### src/rtl/duty_div_pkg.sv
package duty_div_pkg;

    typedef enum logic {
        BASE_ZERO = 1'b0,
        BASE_ONE  = 1'b1
    } base_mode_e;

    typedef enum logic {
        ST_IDLE = 1'b0,
        ST_RUN  = 1'b1
    } div_state_e;

    // Effective period in input cycles; 0 means stopped.
    function automatic logic [31:0] eff_period(base_mode_e mode, logic [31:0] field);
        if (field == 32'd0)
            return 32'd0;
        else if (mode == BASE_ONE)
            return field;
        else
            return field + 32'd1;
    endfunction

    // High time requested by the high-time field.
    function automatic logic [31:0] eff_high(base_mode_e mode, logic [31:0] field);
        if (mode == BASE_ONE)
            return field;
        else
            return field + 32'd1;
    endfunction

    // Default duty: half the period rounded down, never less than one cycle.
    function automatic logic [31:0] default_high(logic [31:0] per);
        logic [31:0] half;
        half = per >> 1;
        if (half == 32'd0)
            return 32'd1;
        else
            return half;
    endfunction

endpackage

### src/rtl/div_ratio_map.sv
module div_ratio_map
    import duty_div_pkg::*;
#(
    parameter int DIV_W = 6,
    parameter int HI_W  = 6,
    parameter int CNT_W = DIV_W + 1
) (
    input  logic [DIV_W-1:0] div_val,
    input  logic [HI_W-1:0]  hi_val,
    input  logic             hi_en,
    input  logic             one_based,
    output logic [CNT_W-1:0] per,
    output logic [CNT_W-1:0] high
);

    base_mode_e  mode;
    logic [31:0] per32;
    logic [31:0] req_hi32;
    logic [31:0] sat_hi32;

    always_comb begin
        mode     = one_based ? BASE_ONE : BASE_ZERO;
        per32    = eff_period(mode, 32'(div_val));
        req_hi32 = hi_en ? eff_high(mode, 32'(hi_val)) : default_high(per32);
        // Clip a high time that reaches past the end of the period.
        sat_hi32 = (req_hi32 > per32) ? per32 : req_hi32;
        per      = CNT_W'(per32);
        high     = CNT_W'(sat_hi32);
    end

endmodule

### src/rtl/div_period_ctr.sv
module div_period_ctr
    import duty_div_pkg::*;
#(
    parameter int CNT_W = 7
) (
    input  logic             clk,
    input  logic             rst,
    input  logic [CNT_W-1:0] new_per,
    input  logic [CNT_W-1:0] new_high,
    output logic             nxt_active,
    output logic             nxt_first,
    output logic             nxt_high_phase,
    output div_state_e       state,
    output logic [CNT_W-1:0] held_per
);

    div_state_e       state_q, state_d;
    logic [CNT_W-1:0] cnt_q, cnt_d;
    logic [CNT_W-1:0] per_q, per_d;
    logic [CNT_W-1:0] high_q, high_d;
    logic             boundary;

    always_comb begin
        boundary = (state_q == ST_IDLE) || (cnt_q == per_q - CNT_W'(1));
        state_d  = state_q;
        cnt_d    = cnt_q + CNT_W'(1);
        per_d    = per_q;
        high_d   = high_q;
        if (boundary) begin
            cnt_d  = '0;
            per_d  = new_per;
            high_d = new_high;
            state_d = (new_per == '0) ? ST_IDLE : ST_RUN;
        end
        nxt_active     = (state_d == ST_RUN);
        nxt_first      = nxt_active && (cnt_d == '0);
        nxt_high_phase = nxt_active && (cnt_d < high_d);
    end

    always_ff @(posedge clk) begin
        if (rst) begin
            state_q <= ST_IDLE;
            cnt_q   <= '0;
            per_q   <= '0;
            high_q  <= '0;
        end else begin
            state_q <= state_d;
            cnt_q   <= cnt_d;
            per_q   <= per_d;
            high_q  <= high_d;
        end
    end

    assign state    = state_q;
    assign held_per = per_q;


    sat_high_chk: assert property (@(posedge clk) disable iff (rst)
        high_q <= per_q);


    cnt_range_chk: assert property (@(posedge clk) disable iff (rst)
        (state_q == ST_RUN) |-> (cnt_q < per_q));


    cfg_hold_chk: assert property (@(posedge clk) disable iff (rst)
        (state_q == ST_RUN && cnt_q != '0) |-> ($stable(per_q) && $stable(high_q)));

endmodule

### src/rtl/div_wave_gen.sv
module div_wave_gen (
    input  logic clk,
    input  logic rst,
    input  logic nxt_active,
    input  logic nxt_first,
    input  logic nxt_high_phase,
    output logic clk_out,
    output logic tick
);

    always_ff @(posedge clk) begin
        if (rst) begin
            clk_out <= 1'b0;
            tick    <= 1'b0;
        end else begin
            clk_out <= nxt_active && nxt_high_phase;
            tick    <= nxt_active && nxt_first;
        end
    end

endmodule

### src/rtl/duty_divider.sv
module duty_divider
    import duty_div_pkg::*;
#(
    parameter int DIV_W = 6,
    parameter int HI_W  = 6
) (
    input  logic             clk,
    input  logic             rst,
    input  logic [DIV_W-1:0] div_val,
    input  logic [HI_W-1:0]  hi_val,
    input  logic             hi_en,
    input  logic             one_based,
    output logic             clk_out,
    output logic             tick
);

    localparam int CNT_W = DIV_W + 1;

    logic [CNT_W-1:0] map_per;
    logic [CNT_W-1:0] map_high;
    logic             nxt_active;
    logic             nxt_first;
    logic             nxt_high_phase;
    div_state_e       ctr_state;
    logic [CNT_W-1:0] held_per;

    div_ratio_map #(
        .DIV_W (DIV_W),
        .HI_W  (HI_W),
        .CNT_W (CNT_W)
    ) u_map (
        .div_val   (div_val),
        .hi_val    (hi_val),
        .hi_en     (hi_en),
        .one_based (one_based),
        .per       (map_per),
        .high      (map_high)
    );

    div_period_ctr #(
        .CNT_W (CNT_W)
    ) u_ctr (
        .clk            (clk),
        .rst            (rst),
        .new_per        (map_per),
        .new_high       (map_high),
        .nxt_active     (nxt_active),
        .nxt_first      (nxt_first),
        .nxt_high_phase (nxt_high_phase),
        .state          (ctr_state),
        .held_per       (held_per)
    );

    div_wave_gen u_wave (
        .clk            (clk),
        .rst            (rst),
        .nxt_active     (nxt_active),
        .nxt_first      (nxt_first),
        .nxt_high_phase (nxt_high_phase),
        .clk_out        (clk_out),
        .tick           (tick)
    );


    gate_quiet_chk: assert property (@(posedge clk) disable iff (rst)
        (ctr_state == ST_IDLE) |-> (!clk_out && !tick));


    tick_gap_chk: assert property (@(posedge clk) disable iff (rst)
        (tick && held_per > CNT_W'(1)) |=> !tick);

endmodule

### config.mk
export PLATFORM = sky130hd
export DESIGN_NAME = duty_divider
export DESIGN_NICKNAME = d
export VERILOG_FILES = /design/src/rtl/duty_div_pkg.sv /design/src/rtl/div_ratio_map.sv /design/src/rtl/div_period_ctr.sv /design/src/rtl/div_wave_gen.sv /design/src/rtl/duty_divider.sv
export SDC_FILE = /design/constraint.sdc
export NUM_CORES = 1
export LEC_CHECK = 0
export BUFFER_PORTS_ARGS = -buffer_cell sky130_fd_sc_hd__buf_2
export CORE_ASPECT_RATIO = 0.9
export CORE_MARGIN = 2
export CORE_UTILIZATION = 30
export DETAILED_ROUTE_END_ITERATION = 8
export PLACE_DENSITY = 0.56
export SLEW_MARGIN = 30
export SYNTH_ARGS = -nofsm -noshare
export SYNTH_HDL_FRONTEND = slang
export SYNTH_HIERARCHICAL = 1
export SYNTH_SLANG_ARGS = --single-unit
### constraint.sdc
create_clock -name clk -period 5.5 [get_ports clk]
set_clock_uncertainty 0.15 [all_clocks]
set_input_delay 0.275 -clock clk [delete_from_list [all_inputs] [get_ports clk]]
set_output_delay 0.275 -clock clk [all_outputs]
set_load 0.005 [all_outputs]
==> flow_results.xml <==
<?xml version="1.0" encoding="UTF-8"?>
<metrics>
  <group name="placed_design">
    <metric name="place_area" unit="um2">2100</metric>
    <metric name="finalWeightedCongestion" unit="">0.865</metric>
    <metric name="io_buffer_count" unit="">17</metric>
    <metric name="dpl_worst_slack" unit="ps">1070</metric>
    <metric name="detailedPlacementHpwl" unit="mm">3.08</metric>
  </group>
  <group name="power">
    <metric name="share_of_total_power_consumed_by_net_switching" unit="">0.287</metric>
    <metric name="power_frac_seq" unit="">0.395</metric>
    <metric name="pwr-share-clk" unit="">0.317</metric>
    <metric name="vdd_ir_drop_max" unit="mV">0.171</metric>
    <metric name="p_leak" unit="nW">0.924</metric>
    <metric name="p_comb_frac" unit="">0.288</metric>
    <metric name="p_int" unit="W">0.000347</metric>
    <metric name="power_density" unit="nW/um2">224</metric>
    <metric name="switching_power" unit="W">0.000140</metric>
  </group>
  <group name="sta">
    <metric name="finalCriticalPeriod" unit="ps">4150</metric>
    <metric name="part_of_the_cycle_the_worst_path_needs" unit="">0.755</metric>
    <metric name="max_slew.worst_pin.slew" unit="ps">625</metric>
    <metric name="maxSlewViolCount" unit="">0</metric>
    <metric name="fmax" unit="MHz">241</metric>
    <metric name="finalHoldViolations" unit="">0</metric>
    <metric name="rsz0062_at_grt" unit="">no</metric>
    <metric name="relSlewSlack" unit="">0.583</metric>
    <metric name="setup_viol" unit="">0</metric>
    <metric name="fin_setup_tns" unit="ps">0</metric>
    <metric name="fin_hold_ws" unit="ps">214</metric>
    <metric name="final_worst_path_setup_slack" unit="ps">1350</metric>
  </group>
  <group name="hold_path">
    <metric name="worst_hold_path_type" unit="">in -&gt; reg</metric>
  </group>
  <group name="cts">
    <metric name="tritoncts_clock_tree" unit="">yes</metric>
    <metric name="number_of_buffers_created_by_cts" unit="">3</metric>
    <metric name="htreeDepth" unit="">1</metric>
    <metric name="cts.hold.buffers_added" unit="">0</metric>
    <metric name="cts_sinks" unit="">24</metric>
    <metric name="cts_post_setup_buffers_inserted" unit="">0</metric>
    <metric name="clkTransAtPathRegs" unit="ps">90</metric>
    <metric name="clk-insertion-delay-late" unit="ps">270</metric>
    <metric name="clock_tree.buffer_depth" unit="">2</metric>
    <metric name="cts.repair.resized" unit="">0</metric>
    <metric name="cts_root_buffer" unit="">sky130_fd_sc_hd__clkbuf_8</metric>
  </group>
  <group name="cells_and_area">
    <metric name="drive_above_1_share" unit="">0.158</metric>
    <metric name="final_design_instance_area_without_fill" unit="um2">2170</metric>
    <metric name="mostFrequentLayoutCell" unit="">sky130_fd_sc_hd__nor2_1</metric>
    <metric name="area_growth" unit="%">11.2</metric>
    <metric name="antennaDiodeCount" unit="">0</metric>
    <metric name="mostFrequentLayoutCells" unit="">44 x sky130_fd_sc_hd__nor2_1, 24 x sky130_fd_sc_hd__dfxtp_1, 18 x sky130_fd_sc_hd__ha_1</metric>
    <metric name="num-nets-final" unit="">282</metric>
  </group>
  <group name="floorplanning">
    <metric name="die-area" unit="um2">7170</metric>
    <metric name="die-width" unit="um">89.1</metric>
    <metric name="fp.coreArea" unit="um2">6220</metric>
    <metric name="die_height" unit="um">80.5</metric>
    <metric name="initial_core_utilization" unit="">0.314</metric>
    <metric name="fp-row-count" unit="">27</metric>
    <metric name="top_level_ports" unit="">18</metric>
  </group>
  <group name="worst_setup_path">
    <metric name="worst_ep_required_time" unit="ps">5520</metric>
    <metric name="timing_worst_setup_path_type" unit="">in -&gt; reg</metric>
    <metric name="cp_cell_sequence" unit="">buf_2 &gt; inv_1 &gt; ha_1 &gt; or4b_4 &gt; nor2_1 &gt; or2_2 &gt; a41o_1 &gt; inv_1 &gt; ha_1 &gt; nand3b_1 &gt; a21oi_1 &gt; nor3_1 &gt; nor2_1 &gt; mux2_2 &gt; mux2i_1 &gt; ha_1 &gt; nand4_1 &gt; nor3_1 &gt; a22oi_1 &gt; o211a_1 &gt; and3b_1</metric>
    <metric name="kind_of_cell_adding_the_most_delay_to_the_critical_path" unit="">simple AND/OR/NAND/NOR gates</metric>
    <metric name="critPathMaxFanout" unit="">6</metric>
    <metric name="critical_path_s_most_frequent_cell" unit="">sky130_fd_sc_hd__ha_1</metric>
    <metric name="critPathBufInv" unit="">3</metric>
    <metric name="critPathLaunchType" unit="">primary input</metric>
    <metric name="critical_path.endpoint_type" unit="">flop</metric>
    <metric name="slowest_library_cell_on_the_worst_path" unit="">sky130_fd_sc_hd__or4b_4</metric>
    <metric name="cpPeakStageDelay" unit="ps">470</metric>
    <metric name="arrival" unit="ps">4170</metric>
  </group>
  <group name="routing">
    <metric name="wl_per_cell" unit="um">12.0</metric>
    <metric name="drt.antenna.violating_nets" unit="">0</metric>
    <metric name="detailroute.via_count" unit="">1558</metric>
    <metric name="routed_via_density" unit="">4.66</metric>
    <metric name="first_pass_iters" unit="">4</metric>
    <metric name="count_of_routing_violations_after_the_opening_detailed_route_iteration" unit="">33</metric>
    <metric name="drt_drc_violations_left" unit="">0</metric>
    <metric name="finalWirelength" unit="mm">4.01</metric>
  </group>
  <group name="grt">
    <metric name="grt_remaining_overflow" unit="">0</metric>
    <metric name="vias_in_the_first_global_route" unit="">1524</metric>
    <metric name="global_route_wire_length_before_repair" unit="mm">6.94</metric>
    <metric name="grt_antenna_before_repair" unit="">0</metric>
    <metric name="groute.usage.overall" unit="">0.123</metric>
    <metric name="grt_start_max_net_pins" unit="">19</metric>
  </group>
  <group name="synthesis">
    <metric name="postSynthNetCount" unit="">267</metric>
    <metric name="synth_top_cells_by_area" unit="">sky130_fd_sc_hd__dfxtp_1 25%, sky130_fd_sc_hd__ha_1 12%, sky130_fd_sc_hd__nor2_1 8.5%, sky130_fd_sc_hd__mux2i_1 8.2%, sky130_fd_sc_hd__xnor2_1 7.2%</metric>
    <metric name="synthSimpleGateAreaFrac" unit="">0.258</metric>
    <metric name="synthXorXnorAreaFrac" unit="">0.112</metric>
    <metric name="netlist.top_cell.by_area" unit="">sky130_fd_sc_hd__dfxtp_1</metric>
    <metric name="synth_top_area_frac" unit="">0.246</metric>
    <metric name="synthesis.area_per_instance" unit="um2">8.38</metric>
    <metric name="yosys_most_used_dff" unit="">sky130_fd_sc_hd__dfxtp_1</metric>
    <metric name="synth_sequential_area_ratio" unit="">0.246</metric>
    <metric name="postSynth.asyncResetShare" unit="">0</metric>
    <metric name="synth_enable_flop_cells" unit="">0</metric>
    <metric name="syn_inst" unit="">233</metric>
    <metric name="yosys.area_share.adder" unit="">0.115</metric>
    <metric name="synth-compound-area-share" unit="">0.0897</metric>
    <metric name="synth_seq_cells" unit="">24</metric>
    <metric name="largest_family_of_logic_cells_by_synthesized_area" unit="">simple AND/OR/NAND/NOR gates</metric>
    <metric name="ys.warnings.count" unit="">6</metric>
    <metric name="post_synth_mux_area_share" unit="">0.122</metric>
    <metric name="syn_area" unit="um2">1950</metric>
    <metric name="synth.distinct_cells" unit="">45</metric>
  </group>
  <group name="job">
    <metric name="max_cap_violations" unit="">0</metric>
  </group>
  <group name="status">
    <metric name="status" unit="">finished clean</metric>
  </group>
</metrics>
[power groups by stage]
stage / combinational [W] / clock, W / sequential, W
global route: 0.000160 / 0.000168 / 0.000194
global placement: 0.000139 / 0 / 0.000197
CTS: 0.000141 / 0.000159 / 0.000193
detailed placement: 0.000140 / 0 / 0.000197
floorplan: 0.000109 / 0 / 0.000195
finish: 0.000140 / 0.000154 / 0.000193
[worst reg2reg max path, cell delays in order (launching register included)]
cell and delay, ps:
sky130_fd_sc_hd__dfxtp_1 420, sky130_fd_sc_hd__inv_1 70, sky130_fd_sc_hd__ha_1 220, sky130_fd_sc_hd__nor3b_2 190, sky130_fd_sc_hd__xnor2_1 130, sky130_fd_sc_hd__a21oi_1 170
sky130_fd_sc_hd__a21boi_1 130, sky130_fd_sc_hd__o31ai_4 540, sky130_fd_sc_hd__buf_4 340, sky130_fd_sc_hd__mux2i_1 320, sky130_fd_sc_hd__ha_1 190, sky130_fd_sc_hd__nand4_1 110
sky130_fd_sc_hd__nor3_1 200, sky130_fd_sc_hd__a22oi_1 80, sky130_fd_sc_hd__o211a_1 240, sky130_fd_sc_hd__and3b_1 170
[path summary, 6_finish.rpt]
check | startpoint | end | slack (ps) | depth (start not counted)
worst min register to register | u_ctr/high_q[0] | u_ctr/high_q[0] | 350 | 2
worst max register to register | u_ctr/held_per[0] | u_wave/clk_out | 1740 | 15
worst min-delay path | rst | u_ctr/high_q[1] | 210 | 2
worst max-delay path | div_val[0] | u_wave/clk_out | 1350 | 21
[per-layer routing]
metal / wire, um / GRT usage
met4: 42 / 0.0313
met5: 0 / 0
met1: 2220 / 0.168
met2: 1600 / 0.196
met3: 142 / 0.0257
[area by class of cell]
class                   count  area [um2]
well taps                  87         109
flip-flops and latches     24         480
fillers                   665        4040
multi-input cells         186        1360
clock inverters             1        30.0
repair buffers             18        92.6
inverters                  15        56.3
clock buffers               3        41.3
[registers in the layout, summed over array words and instances (netlist names)]
name,count
u_ctr/cnt_q,7
u_ctr/held_per,7
u_ctr/high_q,7
u_ctr/state,1
u_wave/clk_out,1
u_wave/tick,1
[kinds of logic after synthesis]
kind of cell | after synthesis
muxes | 23
adders and majority gates | 18
DFF | 24
xor gates and xnor gates | 25
AOI/OAI and AO/OA | 25
buffers and inverters | 23
and+or+nand+nor | 95
[cells in the mapped netlist (2+ instances only)]
master / count
sky130_fd_sc_hd__nand4_1: 3
sky130_fd_sc_hd__and3b_1: 2
sky130_fd_sc_hd__mux2_2: 7
sky130_fd_sc_hd__o21ai_0: 4
sky130_fd_sc_hd__clkbuf_1: 4
sky130_fd_sc_hd__buf_6: 3
sky130_fd_sc_hd__a21oi_1: 9
sky130_fd_sc_hd__mux2i_1: 16
sky130_fd_sc_hd__nor3_1: 5
sky130_fd_sc_hd__nor2_1: 44
sky130_fd_sc_hd__a31oi_1: 2
sky130_fd_sc_hd__dfxtp_1: 24
sky130_fd_sc_hd__inv_1: 14
sky130_fd_sc_hd__ha_1: 18
sky130_fd_sc_hd__nor4_1: 2
sky130_fd_sc_hd__nand4b_1: 4
sky130_fd_sc_hd__nand2_1: 7
sky130_fd_sc_hd__nand3_1: 7
sky130_fd_sc_hd__xnor2_1: 16
sky130_fd_sc_hd__o21ai_2: 2
sky130_fd_sc_hd__nor2b_1: 6
sky130_fd_sc_hd__xor2_1: 9
sky130_fd_sc_hd__and3_1: 3
[per-stage QoR]
step / utilization / total power, W / std cells
after floorplan: - / 0.000304 / 233
after global placement: 0.338 / 0.000336 / 330
after detailed placement: 0.338 / 0.000337 / 330
after CTS: 0.349 / 0.000493 / 334
after global routing: 0.349 / 0.000522 / 334
final: 0.349 / 0.000488 / 334
No activity file was read; power rests on OpenSTA's default activity.
